File: src/rtl/hm_pkg.sv
// Package: shared state type and register addresses of the hang monitor.
// Assumes the number of interrupts is at least 8, so that the control
// addresses fit below the interrupt config region.
package hm_pkg;
    localparam int DATA_W = 32;

    typedef enum logic [2:0] {
        ST_OFF,       // monitoring disabled
        ST_MON,       // check timer running
        ST_IRQ_WAIT,  // interrupt sent, waiting for alive message
        ST_RST,       // host reset asserted
        ST_RST_WAIT,  // reset done, waiting for alive message
        ST_PWR        // power-cycle enable asserted
    } hm_state_e;

    localparam int A_CTRL  = 0;
    localparam int A_TMO   = 1;
    localparam int A_RETRY = 2;
    localparam int A_HOLD  = 3;
    localparam int A_STAT  = 4;
    localparam int A_KICK  = 5;
    localparam int SEL_LSB = 8;  // CTRL interrupt select field
    localparam int WID_LSB = 8;  // IRQ config width field
endpackage

File: src/rtl/hm_regs.sv
// Register file of the hang monitor. Decodes single-cycle bus accesses
// (ready is always high, reads are combinational), holds configuration,
// produces the alive-message pulse and keeps the sticky hang flag.
// Assumes CNT_W and WID_W fit into a data word.
module hm_regs #(
    parameter int NIRQ        = 8,
    parameter int CNT_W       = 24,
    parameter int WID_W       = 8,
    parameter int DEF_TIMEOUT = 1000,
    parameter int DEF_RETRY   = 100,
    parameter int DEF_HOLD    = 50,
    parameter int DEF_WIDTH   = 4,
    localparam int IDX_W      = $clog2(NIRQ),
    localparam int ADDR_W     = IDX_W + 1
) (
    input  logic                         clk,
    input  logic                         rst_n,
    input  logic                         bus_valid,
    output logic                         bus_ready,
    input  logic                         bus_write,
    input  logic [ADDR_W-1:0]            bus_addr,
    input  logic [hm_pkg::DATA_W-1:0]    bus_wdata,
    output logic [hm_pkg::DATA_W-1:0]    bus_rdata,
    input  logic                         set_hang_i,
    output logic                         enable_o,
    output logic [IDX_W-1:0]             sel_o,
    output logic [CNT_W-1:0]             timeout_o,
    output logic [CNT_W-1:0]             retry_o,
    output logic [CNT_W-1:0]             hold_o,
    output logic                         hang_o,
    output logic                         kick_o,
    output logic [NIRQ-1:0]              lvl_o,
    output logic [NIRQ-1:0][WID_W-1:0]   wid_o
);
    import hm_pkg::*;

    logic wr, irq_sel, clr_hang;
    logic [IDX_W-1:0] idx;

    assign bus_ready = 1'b1;
    assign wr        = bus_valid && bus_write;
    assign irq_sel   = bus_addr[IDX_W];
    assign idx       = bus_addr[IDX_W-1:0];
    assign kick_o    = wr && !irq_sel && (bus_addr == ADDR_W'(A_KICK));
    assign clr_hang  = wr && !irq_sel && (bus_addr == ADDR_W'(A_STAT)) && bus_wdata[0];

    // Control and timer registers
    always_ff @(posedge clk) begin
        if (!rst_n) begin
            enable_o  <= 1'b0;
            sel_o     <= '0;
            timeout_o <= CNT_W'(DEF_TIMEOUT);
            retry_o   <= CNT_W'(DEF_RETRY);
            hold_o    <= CNT_W'(DEF_HOLD);
        end else if (wr && !irq_sel) begin
            case (bus_addr)
                ADDR_W'(A_CTRL): begin
                    enable_o <= bus_wdata[0];
                    sel_o    <= bus_wdata[SEL_LSB +: IDX_W];
                end
                ADDR_W'(A_TMO):   timeout_o <= bus_wdata[CNT_W-1:0];
                ADDR_W'(A_RETRY): retry_o   <= bus_wdata[CNT_W-1:0];
                ADDR_W'(A_HOLD):  hold_o    <= bus_wdata[CNT_W-1:0];
                default: ;
            endcase
        end
    end

    // Per-interrupt level and width configuration
    always_ff @(posedge clk) begin
        if (!rst_n) begin
            lvl_o <= '1;
            for (int i = 0; i < NIRQ; i++) wid_o[i] <= WID_W'(DEF_WIDTH);
        end else if (wr && irq_sel) begin
            lvl_o[idx] <= bus_wdata[0];
            wid_o[idx] <= bus_wdata[WID_LSB +: WID_W];
        end
    end

    // Sticky hang flag: set on expiry (wins), cleared by write-one
    always_ff @(posedge clk) begin
        if (!rst_n)          hang_o <= 1'b0;
        else if (set_hang_i) hang_o <= 1'b1;
        else if (clr_hang)   hang_o <= 1'b0;
    end

    // Combinational read mux
    always_comb begin
        bus_rdata = '0;
        if (irq_sel) begin
            bus_rdata[0]                = lvl_o[idx];
            bus_rdata[WID_LSB +: WID_W] = wid_o[idx];
        end else begin
            case (bus_addr)
                ADDR_W'(A_CTRL): begin
                    bus_rdata[0]                = enable_o;
                    bus_rdata[SEL_LSB +: IDX_W] = sel_o;
                end
                ADDR_W'(A_TMO):   bus_rdata[CNT_W-1:0] = timeout_o;
                ADDR_W'(A_RETRY): bus_rdata[CNT_W-1:0] = retry_o;
                ADDR_W'(A_HOLD):  bus_rdata[CNT_W-1:0] = hold_o;
                ADDR_W'(A_STAT):  bus_rdata[0]         = hang_o;
                default: ;
            endcase
        end
    end

    assert_flag_sticky_R8: assert property (@(posedge clk) disable iff (!rst_n)
        (hang_o && !clr_hang) |=> hang_o);
    assert_flag_on_expiry_R3: assert property (@(posedge clk) disable iff (!rst_n)
        set_hang_i |=> hang_o);
endmodule

File: src/rtl/hm_fsm.sv
// Escalation state machine of the hang monitor. One shared counter times
// the check window, the retry windows, the reset pulse and the power hold.
// Any alive message during monitoring or recovery restarts monitoring.
// Assumes timer lengths are nonzero.
module hm_fsm #(
    parameter int CNT_W      = 24,
    parameter int RST_CYCLES = 4
) (
    input  logic             clk,
    input  logic             rst_n,
    input  logic             enable_i,
    input  logic             kick_i,
    input  logic [CNT_W-1:0] timeout_i,
    input  logic [CNT_W-1:0] retry_i,
    input  logic [CNT_W-1:0] hold_i,
    output logic             expire_o,
    output logic             host_rst_o,
    output logic             pwr_cut_o
);
    import hm_pkg::*;

    hm_state_e        st_q, st_d;
    logic [CNT_W-1:0] cnt_q, cnt_d, limit;
    logic             at_limit;

    // Window length of the current stage
    always_comb begin
        case (st_q)
            ST_MON:                   limit = timeout_i;
            ST_IRQ_WAIT, ST_RST_WAIT: limit = retry_i;
            ST_RST:                   limit = CNT_W'(RST_CYCLES);
            ST_PWR:                   limit = hold_i;
            default:                  limit = '0;
        endcase
    end

    assign at_limit = (cnt_q == limit - 1'b1);

    // Next-state and counter logic
    always_comb begin
        st_d  = st_q;
        cnt_d = cnt_q + 1'b1;
        if (!enable_i) begin
            st_d  = ST_OFF;
            cnt_d = '0;
        end else if (st_q == ST_OFF || kick_i) begin
            st_d  = ST_MON;
            cnt_d = '0;
        end else if (at_limit) begin
            cnt_d = '0;
            case (st_q)
                ST_MON:      st_d = ST_IRQ_WAIT;
                ST_IRQ_WAIT: st_d = ST_RST;
                ST_RST:      st_d = ST_RST_WAIT;
                ST_RST_WAIT: st_d = ST_PWR;
                default:     st_d = ST_MON;
            endcase
        end
    end

    // State and counter registers
    always_ff @(posedge clk) begin
        if (!rst_n) begin
            st_q  <= ST_OFF;
            cnt_q <= '0;
        end else begin
            st_q  <= st_d;
            cnt_q <= cnt_d;
        end
    end

    assign expire_o   = enable_i && !kick_i && (st_q == ST_MON) && at_limit;
    assign host_rst_o = (st_q == ST_RST);
    assign pwr_cut_o  = (st_q == ST_PWR);

    assert_idle_when_off_R2: assert property (@(posedge clk) disable iff (!rst_n)
        !enable_i |=> (st_q == ST_OFF && !host_rst_o && !pwr_cut_o));
    assert_kick_recovers_R7: assert property (@(posedge clk) disable iff (!rst_n)
        (enable_i && kick_i && st_q != ST_OFF) |=> (st_q == ST_MON && !host_rst_o && !pwr_cut_o));
    assert_pwr_after_wait_R10: assert property (@(posedge clk) disable iff (!rst_n)
        $rose(pwr_cut_o) |-> $past(st_q) == ST_RST_WAIT);
endmodule

File: src/rtl/hm_pulse.sv
// Interrupt pulse generator: on a trigger, drives its line to the
// configured active level for the configured number of cycles. A width
// of zero produces no pulse. Assumes the level is static during a pulse.
module hm_pulse #(
    parameter int WID_W = 8
) (
    input  logic             clk,
    input  logic             rst_n,
    input  logic             trig_i,
    input  logic             level_i,
    input  logic [WID_W-1:0] width_i,
    output logic             irq_o
);
    logic [WID_W-1:0] cnt_q;

    // Remaining active cycles of the pulse
    always_ff @(posedge clk) begin
        if (!rst_n)              cnt_q <= '0;
        else if (trig_i)         cnt_q <= width_i;
        else if (cnt_q != '0)    cnt_q <= cnt_q - 1'b1;
    end

    assign irq_o = (cnt_q != '0) ? level_i : ~level_i;

    assert_zero_width_quiet_R4: assert property (@(posedge clk) disable iff (!rst_n)
        (trig_i && width_i == '0) |=> (cnt_q == '0));
endmodule

File: src/rtl/hang_monitor.sv
// Top of the processor hang monitor: register file, escalation state
// machine and one pulse generator per interrupt line. The expiry event
// sets the hang flag and triggers the selected interrupt in one cycle.
module hang_monitor #(
    parameter int NIRQ        = 8,
    parameter int CNT_W       = 24,
    parameter int WID_W       = 8,
    parameter int RST_CYCLES  = 4,
    parameter int DEF_TIMEOUT = 1000,
    parameter int DEF_RETRY   = 100,
    parameter int DEF_HOLD    = 50,
    parameter int DEF_WIDTH   = 4,
    localparam int IDX_W      = $clog2(NIRQ),
    localparam int ADDR_W     = IDX_W + 1
) (
    input  logic              clk,
    input  logic              rst_n,
    input  logic              bus_valid,
    output logic              bus_ready,
    input  logic              bus_write,
    input  logic [ADDR_W-1:0] bus_addr,
    input  logic [31:0]       bus_wdata,
    output logic [31:0]       bus_rdata,
    output logic [NIRQ-1:0]   irq_o,
    output logic              host_rst_o,
    output logic              pwr_cut_o,
    output logic              hang_o
);
    logic                       enable, kick, expire;
    logic [IDX_W-1:0]           sel;
    logic [CNT_W-1:0]           timeout, retry, hold;
    logic [NIRQ-1:0]            lvl;
    logic [NIRQ-1:0][WID_W-1:0] wid;

    hm_regs #(
        .NIRQ(NIRQ), .CNT_W(CNT_W), .WID_W(WID_W),
        .DEF_TIMEOUT(DEF_TIMEOUT), .DEF_RETRY(DEF_RETRY),
        .DEF_HOLD(DEF_HOLD), .DEF_WIDTH(DEF_WIDTH)
    ) regs_i (
        .clk(clk), .rst_n(rst_n),
        .bus_valid(bus_valid), .bus_ready(bus_ready), .bus_write(bus_write),
        .bus_addr(bus_addr), .bus_wdata(bus_wdata), .bus_rdata(bus_rdata),
        .set_hang_i(expire), .enable_o(enable), .sel_o(sel),
        .timeout_o(timeout), .retry_o(retry), .hold_o(hold),
        .hang_o(hang_o), .kick_o(kick), .lvl_o(lvl), .wid_o(wid)
    );

    hm_fsm #(.CNT_W(CNT_W), .RST_CYCLES(RST_CYCLES)) fsm_i (
        .clk(clk), .rst_n(rst_n), .enable_i(enable), .kick_i(kick),
        .timeout_i(timeout), .retry_i(retry), .hold_i(hold),
        .expire_o(expire), .host_rst_o(host_rst_o), .pwr_cut_o(pwr_cut_o)
    );

    for (genvar gi = 0; gi < NIRQ; gi++) begin : g_irq
        hm_pulse #(.WID_W(WID_W)) pulse_i (
            .clk(clk), .rst_n(rst_n),
            .trig_i(expire && (sel == IDX_W'(gi))),
            .level_i(lvl[gi]), .width_i(wid[gi]), .irq_o(irq_o[gi])
        );
    end
endmodule

File: config.mk
export PLATFORM = sky130hd
export DESIGN_NAME = hang_monitor
export DESIGN_NICKNAME = d
export VERILOG_FILES = /design/src/rtl/hm_pkg.sv /design/src/rtl/hm_regs.sv /design/src/rtl/hm_fsm.sv /design/src/rtl/hm_pulse.sv /design/src/rtl/hang_monitor.sv
export SDC_FILE = /design/constraint.sdc
export NUM_CORES = 1
export LEC_CHECK = 0
export BUFFER_PORTS_ARGS = -buffer_cell sky130_fd_sc_hd__buf_2
export CORE_ASPECT_RATIO = 1.25
export CORE_UTILIZATION = 65
export DETAILED_ROUTE_END_ITERATION = 8
export GPL_TIMING_DRIVEN = 1
export PLACE_DENSITY = 0.91
export SYNTH_ARGS = -nofsm -noshare
export SYNTH_HDL_FRONTEND = slang
export SYNTH_SLANG_ARGS = --single-unit
File: constraint.sdc
create_clock -name clk -period 9.4 [get_ports clk]
set_clock_uncertainty 0.15 [all_clocks]
set_input_delay 0.47 -clock clk [delete_from_list [all_inputs] [get_ports clk]]
set_output_delay 0.47 -clock clk [all_outputs]
set_load 0.02 [all_outputs]
After elaboration in Yosys (flattened, before gate mapping) --
Cells that the tools add are included.
Word-level totals: register bits 240, output and inout bits 44, word-level logic and storage cells 164
Cells by class: add/sub/neg operators 10, $lt $le $gt $ge 2, equal/unequal tests 18, mux-type cells 48, bitwise operators 10, reductions and logical operators 50
Operators with widths (count):
- $mux 8 | 20
- $pmux 24 s4 | 1
- $bwmux 64 | 1
- $reduce_bool 8->1 | 8
- $sub 8x1->8 const B | 8
- $pmux 13 s3 | 1
- $add 24x1->24 const B | 1
- $bmux 8 s3 | 1
- $demux 8 s3 | 1
- $eq 24x24->1 | 1
- $pmux 3 s4 | 2
- $sub 24x1->24 const B | 1
- $pmux 7 s3 | 1
- $reduce_bool 2->1 | 10
- $eq 3x3->1 const B | 6
- $logic_and 1x1->1 | 18
- $mux 1 | 15
- $eq 3x2->1 const B | 4
- $not 1->1 | 10
- $reduce_and 2->1 | 5
- $bwmux 8 | 1
- $eq 4x2->1 const B | 2
- $eq 4x3->1 const B | 2
- $mux 7 | 1
- 14 further kinds | 17

Longest topological paths before layout --
Gate-level depths: netlist of run 1.
depth after elaboration 9, mapped depth 16, mapped depth without buffers 12

Modules after synthesis --
Synthesis of run 1 repeated with hierarchy kept, for this count alone.
Unflattened totals: cell total of the unflattened synthesis 1643, area total of the unflattened synthesis 14283.7 µm²
Modules (own cells, without submodules):
- hm_regs | instances 1, cells an instance 796, area each 7043.0 µm², seq. area each 2982.9 µm²
- hm_pulse | instances 8, cells an instance 54, area each 465.4 µm², seq. area each 160.2 µm²
- hm_fsm | instances 1, cells an instance 407, area each 3420.8 µm², seq. area each 540.5 µm²
- hang_monitor | instances 1, cells an instance 8, area each 96.3 µm², seq. area each 0.0 µm²

Least setup slack after synthesis of run 1 --
Ideal clock, no wire load.
path kind reg2reg, start register fsm_i.st_q[2], end register g_irq[2].pulse_i.cnt_q[0], library setup time 72 ps, arrival time 3538 ps, data required time 9178 ps, slack 5640 ps, cell stages (with the launch flop) 16, buffers on the path 4, period minus slack after synthesis 3760 ps, cell sequence dfxtp_1 > buf_6 > buf_2 > mux2i_1 > o32ai_1 > inv_1 > ha_1 > and3_1 > clkbuf_1 > nand2_1 > o31a_1 > a2111oi_0 > nand4_1 > buf_4 > nor3_4 > mux2i_1
On the way: cells in the longest elaborated chain, start to end 8, elaborated cells on any way between the ends 14, classes of those cells add/sub (1); eq/ne (6); mux (2); reduce/logical (5)
Ends and longest elaborated chain:
- start, declared | line hm_fsm.sv:22 | hm_state_e st_q, st_d;
- start signal, assigned | line hm_fsm.sv:67 | st_q <= st_d;
- $eq 3x2->1 / $eq 3x3->1 (equally long branches) | line hm_fsm.sv:28 | case (st_q)
- $reduce_or 2->1 | line hm_fsm.sv:28
- $pmux 24 s4 | line hm_fsm.sv:28
- $sub 24x1->24 | line hm_fsm.sv:37 | assign at_limit = (cnt_q == limit - 1'b1);
- $eq 24x24->1 | line hm_fsm.sv:37
- $logic_and 1x1->1 * | line hm_fsm.sv:72 | assign expire_o = enable_i && !kick_i && (st_q == ST_MON) && at_limit;
- $logic_and 1x1->1 * | line hang_monitor.sv:57 | .trig_i(expire && (sel == IDX_W'(gi))),
- $mux 8 / $reduce_bool 2->1 (equally long branches)
- end signal, assigned | line hm_pulse.sv:19 | else if (trig_i) cnt_q <= width_i;
- end signal, assigned | line hm_pulse.sv:20 | else if (cnt_q != '0) cnt_q <= cnt_q - 1'b1;
- end, declared | line hm_pulse.sv:14 | logic [WID_W-1:0] cnt_q;
Every way passes the cells marked *; elsewhere a longest branch is shown, timed or not. A chain may end at the register's enable or synchronous reset.

Final worst setup path of run 1 --
start register fsm_i.st_q[2], end register g_irq[3].pulse_i.cnt_q[0]
On the way: cells in the longest elaborated chain, start to end 8, elaborated cells on any way between the ends 14, classes of those cells add/sub (1); eq/ne (6); mux (2); reduce/logical (5)
Ends and longest elaborated chain (line):
- $eq 3x2->1 / $eq 3x3->1 (equally long branches) | hm_fsm.sv:28
- $reduce_or 2->1 | hm_fsm.sv:28
- $pmux 24 s4 | hm_fsm.sv:28
- $sub 24x1->24 | hm_fsm.sv:37
- $eq 24x24->1 | hm_fsm.sv:37
- $logic_and 1x1->1 * | hm_fsm.sv:72
- $logic_and 1x1->1 * | hang_monitor.sv:57
- $mux 8 / $reduce_bool 2->1 (equally long branches)
- end signal, assigned | hm_pulse.sv:19
- end signal, assigned | hm_pulse.sv:20
- end, declared | hm_pulse.sv:14
Marked as above.

==> results.py, run 1 <==
metrics = {
    "finish": {
        "multi_input_area_sq_um": 7960,
        "n_fill_cell": 1404,
        "seqCellArea_sq_um": 4810,
        "final_nets": 1657,
        "antenna_cells": 0,
        "drive_gt1_share_pct": 10.1,
        "fin_util_pct": 72.3,
        "area_delta_synth_final_pct": 8.28,
    },
    "critical_path": {
        "slowest_delay_ns": 0.89,
        "startpoint_type": "flip-flop",
        "cp.arrival_ns": 5.88,
        "path_buf_inv": 1,
        "cp-startpoint": "fsm_i.st_q[2]$_SDFFE_PP0N_",
        "worstPathMaxFanout": 33,
        "rrSetupSlack_ns": 3.82,
        "critPathRequiredTime_ns": 9.70,
        "path_depth": 10,
        "worst_path_max_delay_cell": "nor4_4",
        "crit_path_end_kind": "flip-flop",
        "crit_family": "compound AO/OA/AOI/OAI gates",
        "reg2reg_to": "g_irq[3].pulse_i.cnt_q[0]$_SDFFE_PN0P_",
        "crit_type": "reg -> reg",
        "worstSetupEndpoint": "g_irq[3].pulse_i.cnt_q[0]$_SDFFE_PN0P_",
        "crit_chain": "buf_4 -> xnor2_4 -> o32ai_1 -> a21oi_1 -> nand3_1 -> or4_1 -> a22o_1 -> a2111o_1 -> nor4_4 -> mux2i_1",
        "reg2reg_from": "fsm_i.st_q[2]$_SDFFE_PP0N_",
        "worstRegToRegCells": 10,
    },
    "grt": {
        "first_global_vias": 11626,
        "grt.overflow.total": 0,
        "antenna_found_initial": 0,
        "track_usage_pct": 35.1,
        "grt_max_degree": 113,
        "grt_pass1_wl_um": 59000,
    },
    "detailed_routing": {
        "wirelength_um": 37400,
        "first_iter_violations": 1438,
        "first_pass_iters": 7,
        "avgRoutedWirePerCell_um": 19.8,
        "vias": 11979,
        "drc": 0,
        "via_per_inst": 6.35,
        "ant_nets": 0,
    },
    "die": {
        "initial_utilization_pct": 66.8,
        "die_area_sq_um": 21400,
        "row_count": 58,
        "io_pins": 84,
        "core_sq_um": 20200,
        "die_width_um": 131,
        "chipHeight_um": 163,
    },
    "clocking": {
        "cts_buffers": 24,
        "cts_setup_buffers": 0,
        "cts.clk_slew.worst_paths_ns": 0.07,
        "cts.sinks": 240,
        "cts_root_buf": "clkbuf_16",
        "cts_tree": "done",
        "clk_latency_ns": 0.52,
        "h-tree-depth": 1,
        "clock_path_buffers": 3,
        "hold_buffers": 0,
        "cts-resized-gates": 0,
    },
    "synth": {
        "ys_warn_count": 0,
        "ys_seq_area_share_pct": 35.5,
        "netlist-cell-type-count": 63,
        "yosys.area.top_type_share_pct": 35.5,
        "synthCells": 1608,
        "ys_ff_latch": 240,
        "synth-main-ff-cell": "dfxtp_1",
        "synth_area_sq_um": 13500,
        "synth_edf_count": 0,
        "yosysMostFrequentCell": "nand2_1",
        "async_reset_ff_share_pct": 0,
        "synth_common_cells": "nand2_1, dfxtp_1, mux2i_1, nand3_1, a21boi_0",
        "synth_area_leaders": "dfxtp_1, nand2_1, mux2i_1, a21boi_0, xnor2_1",
        "synth_area_per_cell_sq_um": 8.41,
        "synth_top_area_cell": "dfxtp_1",
    },
    "timing": {
        "max_freq_ghz": 0.179,
        "maxSlewHeadroom_pct": 22.5,
        "rsz0062_at_grt": "false",
        "layout_min_cycle_time_ns": 5.58,
        "hold_viol": 0,
        "fin_crit_sh_pct": 59.4,
        "setup_ws_ns": 3.82,
        "setup_viol": 0,
        "tightest_slew_ns": 1.16,
        "setup-tns-final_ns": 0,
        "maxSlewViolCount": 0,
    },
    "power": {
        "powerDensity_nw_per_um2": 151,
        "max-vdd-ir-drop_uv": 147,
        "power_leakage_uw": 0.00539,
    },
    "placed_design": {
        "place_congestion": 0.886,
        "numPortBuffers": 66,
        "place_ws_ns": 3.94,
        "dp_hpwl_um": 24000,
    },
    "run": {
        "cap_violations": 0,
    },
    "min_path": {
        "hold_path.class": "in -> reg",
    },
    "outcome": {
        "status": "finished, final reports clean",
    },
}
[through the flow]
step	hold WS, ns	cells	cell area [sq um]	total power (uW)
2_1_floorplan	0.293	1615	13500	1120
3_3_place_gp	0.302	1843	13800	1150
3_5_place_dp	0.308	1843	13800	1150
4_1_cts	0.0363	1887	14600	2200
5_1_grt	0.0520	1887	14600	2260
6_report	0.0415	1887	14600	2210
[logic make-up (layout without fill, tap and decap cells)]
group	Yosys count	count (layout)	share of synthesized area, %
buf+inv	182	184	6.00
simple gates	690	690	24.1
compound gates	199	199	11.4
xor+xnor	120	120	7.91
mux	157	157	13.3
flops	240	240	35.5
other cells	2	9	0.0556
fa+ha+maj	18	18	1.67
[area by class of cell]
type                    instances  share of cell area [%]
multi-input cells            1193                    54.4
flip-flops and latches        240                    32.8
clock buffers                  28                    4.35
repair buffers                 78                    2.92
well taps                     270                    2.31
clock inverters                16                    1.63
inverters                      62                    1.59
[sequential cells by signal, summed over array words and instances, names as in the netlist]
signal / cells
regs_i.retry_o: 24
regs_i.hold_o: 24
fsm_i.cnt_q: 24
fsm_i.st_q: 3
regs_i.enable_o: 1
regs_i.lvl_o: 8
regs_i.timeout_o: 24
regs_i.wid_o: 64
regs_i.sel_o: 3
regs_i.hang_o: 1
g_irq.pulse_i.cnt_q: 64
[cell usage in the layout, fill, tap and decap left out, types with 6 or more instances in the layout]
cell / n
nand2_1: 362
dfxtp_1: 239
mux2i_1: 135
nand3_1: 95
a21boi_0: 88
xnor2_1: 72
buf_2: 65
inv_1: 62
nor2_1: 59
xor2_1: 47
nor2b_1: 37
and3_1: 33
clkbuf_16: 25
nor3_1: 23
nor4_1: 21
o32ai_1: 18
mux4_2: 18
ha_1: 18
a222oi_1: 15
a21oi_1: 15
nand4_1: 15
o21ai_0: 13
buf_4: 12
o211ai_1: 10
conb_1: 9
a221oi_1: 8
nand2b_1: 7
clkinv_2: 7
nor3_4: 6
bufinv_16: 6
[worst register-to-register path, delay by kind of cell, from the launching register on]
family | cells | cell delay [ns]
muxes | 1 | 0.27
DFF | 1 | 0.31
xor gates and xnor gates | 1 | 0.74
and+or+nand+nor | 3 | 1.87
AOI/OAI and AO/OA | 4 | 1.89
buffers and inverters | 1 | 0.29
[worst min-delay path by stage]
| stage | cells past startpoint | end | start | slack (ns) |
|---|---|---|---|---|
| finish | 3 | regs_i.retry_o[2]$_SDFFE_PN1P_ | bus_wdata[2] | 0.04 |
| global route | 3 | regs_i.retry_o[2]$_SDFFE_PN1P_ | bus_wdata[2] | 0.05 |
| CTS | 3 | regs_i.retry_o[2]$_SDFFE_PN1P_ | bus_wdata[2] | 0.04 |
| detailed placement | 2 | regs_i.retry_o[13]$_SDFFE_PN0P_ | regs_i.retry_o[13]$_SDFFE_PN0P_ | 0.31 |
| global placement | 2 | regs_i.retry_o[11]$_SDFFE_PN0P_ | regs_i.retry_o[11]$_SDFFE_PN0P_ | 0.30 |
| floorplan | 2 | regs_i.retry_o[11]$_SDFFE_PN0P_ | regs_i.retry_o[11]$_SDFFE_PN0P_ | 0.29 |
[per-layer routing]
layer  GRT usage (%)  vias up  wire, um
li1                -     5497         -
met1            40.8     5624     13800
met2            57.9      677     17700
met3            6.52      181      3220
met4            24.1        0      2720
met5               0        -         0
[report_power, final]
part / switching (uW) / internal [uW] / total [uW]
clock network: 422 / 652 / 1070
registers: 4.84 / 1020 / 1030
logic: 73.8 / 31.3 / 105
total: 501 / 1700 / 2210
(Power assumes the default switching activity.)
==> run 2, diff against run 1 <==
- ABC_AREA: unset -> 1
- CORE_UTILIZATION: 65 -> 62
- PLACE_DENSITY: 0.91 -> 0.87
- clock period: 9.4 -> 5.2 ns (I/O delays scaled with it)
==> run 2 against run 1 <==
Register-to-register slack worse by 3.2 ns. First-iteration DRC count down 1.3%. Via count up 16%. Clock power rose by 100%. Die area increased by 5.0%. Area after synthesis grew 0.18%. Count of clock-buffer cells in the layout up 3. Cell area increased by 2.9%. Highest routed layer unchanged.
==> results.py, run 2 <==
metrics = {
    "outcome": {
        "status": "finished, final reports clean",
    },
    "power": {
        "power_switching_uw": 2050,
        "clockPowerShare_pct": 34.8,
        "seqPwrFrac_pct": 34.8,
        "p_sw_share_pct": 33.3,
        "p_int_uw": 4110,
        "total_power_uw": 6170,
        "max-vdd-ir-drop_uv": 297,
        "combPwrFrac_pct": 30.4,
        "powerDensity_nw_per_um2": 409,
        "power_leakage_uw": 0.00696,
    },
    "detailed_routing": {
        "avgRoutedWirePerCell_um": 17.1,
        "vias": 13918,
        "first_iter_violations": 1419,
        "ant_nets": 0,
        "wirelength_um": 40500,
        "drc": 0,
        "via_per_inst": 5.86,
        "first_pass_iters": 6,
    },
    "grt": {
        "grt_pass1_wl_um": 64300,
        "antenna_found_initial": 0,
        "grt_max_degree": 88,
        "grt.overflow.total": 0,
        "track_usage_pct": 35.6,
        "first_global_vias": 12954,
    },
    "finish": {
        "area_delta_synth_final_pct": 11.3,
        "n_fill_cell": 1777,
        "stdcell_area_sq_um": 15100,
        "layout_common_cells": "nand2_1, nor2_1, inv_1",
        "top_regs": "g_irq.pulse_i.cnt_q (64), regs_i.wid_o (64)",
        "final_common_cell": "nand2_1",
        "drive_gt1_share_pct": 8.63,
        "final_nets": 2135,
        "fin_util_pct": 70.2,
        "instances_no_fill": 2376,
        "antenna_cells": 0,
    },
    "clocking": {
        "cts.clk_slew.worst_paths_ns": 0.06,
        "cts.sinks": 240,
        "clk_latency_ns": 0.54,
        "hold_buffers": 19,
        "cts-resized-gates": 0,
        "cts_buffers": 26,
        "cts_tree": "done",
        "cts_root_buf": "clkbuf_16",
        "h-tree-depth": 1,
        "cts_setup_buffers": 0,
        "clock_path_buffers": 3,
    },
    "synth": {
        "ys_ff_latch": 240,
        "ys_warn_count": 0,
        "synth-main-ff-cell": "dfxtp_1",
        "synth_edf_count": 0,
        "yosys.area.top_type_share_pct": 35.5,
        "synth_area_per_cell_sq_um": 6.64,
        "synth_common_cells": "nand2_1, nor2_1, inv_1, dfxtp_1, o21ai_0",
        "synth_area_leaders": "dfxtp_1, nand2_1, nor2_1, o21ai_0, inv_1",
        "ys_seq_area_share_pct": 35.5,
        "synth_top_area_cell": "dfxtp_1",
        "netlist-cell-type-count": 46,
        "yosysMostFrequentCell": "nand2_1",
        "async_reset_ff_share_pct": 0,
        "synth_area_sq_um": 13500,
        "synthCells": 2039,
    },
    "timing": {
        "maxSlewViolCount": 0,
        "layout_min_cycle_time_ns": 4.60,
        "setup_viol": 0,
        "maxSlewHeadroom_pct": 15.3,
        "setup-tns-final_ns": 0,
        "hold_viol": 0,
        "max_freq_ghz": 0.218,
        "fin_crit_sh_pct": 88.4,
        "tightest_slew_ns": 1.26,
        "rsz0062_at_grt": "false",
    },
    "die": {
        "io_pins": 84,
        "chipHeight_um": 167,
        "core_sq_um": 21500,
        "initial_utilization_pct": 63.1,
        "die_width_um": 134,
        "row_count": 60,
        "die_area_sq_um": 22400,
    },
    "placed_design": {
        "dp_cells": 2309,
        "place_area_sq_um": 13900,
        "place_congestion": 0.997,
        "dp_hpwl_um": 28600,
        "numPortBuffers": 66,
    },
    "critical_path": {
        "worstRegToRegCells": 23,
        "crit_type": "reg -> reg",
        "cp.arrival_ns": 4.84,
        "startpoint_type": "flip-flop",
        "crit_path_end_kind": "flip-flop",
        "critPathRequiredTime_ns": 5.45,
        "worstPathMaxFanout": 18,
    },
    "run": {
        "cap_violations": 0,
    },
    "min_path": {
        "hold_path.class": "in -> reg",
        "whs_path_depth": 3,
    },
}
[run 2: stage by stage]
step,setup WS [ns],hold slack [ns]
floorplan,2.03,0.240
global placement,0.883,0.308
detailed placement,0.772,0.317
CTS,0.734,0.00315
global route,0.325,0.0224
finish,0.604,0.0223
[run 2: final timing paths]
path	startpoint	to	slack, ns
worst max register to register	fsm_i.st_q[2]$_SDFFE_PP0N_	g_irq[5].pulse_i.cnt_q[5]$_SDFFE_PN0P_	0.60
worst min-delay path	bus_wdata[0]	regs_i.lvl_o[4]$_SDFFE_PN1P_	0.02
worst min register to register	regs_i.timeout_o[22]$_SDFFE_PN0P_	regs_i.timeout_o[22]$_SDFFE_PN0P_	0.33
worst max-delay path	fsm_i.st_q[2]$_SDFFE_PP0N_	g_irq[5].pulse_i.cnt_q[5]$_SDFFE_PN0P_	0.60
[run 2: cell type report]
| cell class | instances | area, sq um | share of cell area (%) |
|---|---|---|---|
| Multi-Input combinational cell | 1443 | 7250 | 48.1 |
| Sequential cell | 240 | 4800 | 31.9 |
| Inverter | 259 | 972 | 6.45 |
| Clock buffer | 31 | 721 | 4.78 |
| Timing Repair Buffer | 107 | 688 | 4.57 |
| Tap cell | 279 | 349 | 2.32 |
| Clock inverter | 17 | 282 | 1.87 |
[run 2: power groups by stage]
stage	sequential [uW]	combinational [uW]	clock [uW]
3_5_place_dp	2180	1800	0
3_3_place_gp	2170	1730	0
4_1_cts	2140	1860	2150
2_1_floorplan	2150	1530	0
6_report	2150	1870	2150
5_1_grt	2170	2130	2230
[run 2: metal layers]
layer / share of wire (%) / up-vias / GRT usage, %
met2: 50 / 629 / 63.5
met1: 38 / 6410 / 40.8
li1: - / 6723 / -
met3: 6.5 / 156 / 4.45
met4: 5.5 / 0 / 19.6
met5: 0 / - / 0
[run 2: cell families after synthesis]
family,after synthesis,synth area share (%)
AO/OA/AOI/OAI,464,19.0
adder cells (fa/ha/maj),18,1.66
XOR/XNOR,69,4.46
buffers and inverters,363,11.2
flip-flops,240,35.5
other,2,0.0555
AND/OR/NAND/NOR,883,28.1
[run 2: worst max-delay path, cell delays in order, from the launching register on]
cell and delay, ns:
dfxtp_1 0.55, inv_2 0.25, nand2_1 0.10, nor2_2 0.56, nand2_1 0.11, nand2_1 0.12
nor2_2 0.06, ha_1 0.24, xor2_1 0.21, inv_1 0.06, nand2_1 0.06, nand3_1 0.08
a21oi_1 0.15, nand3_1 0.11, nor2_1 0.19, nand2_1 0.07, nor2_1 0.09, nand2_1 0.09
nor2_4 0.34, nand4_2 0.41, inv_1 0.23, nand2_1 0.08, nand2_1 0.08, nor2_1 0.04
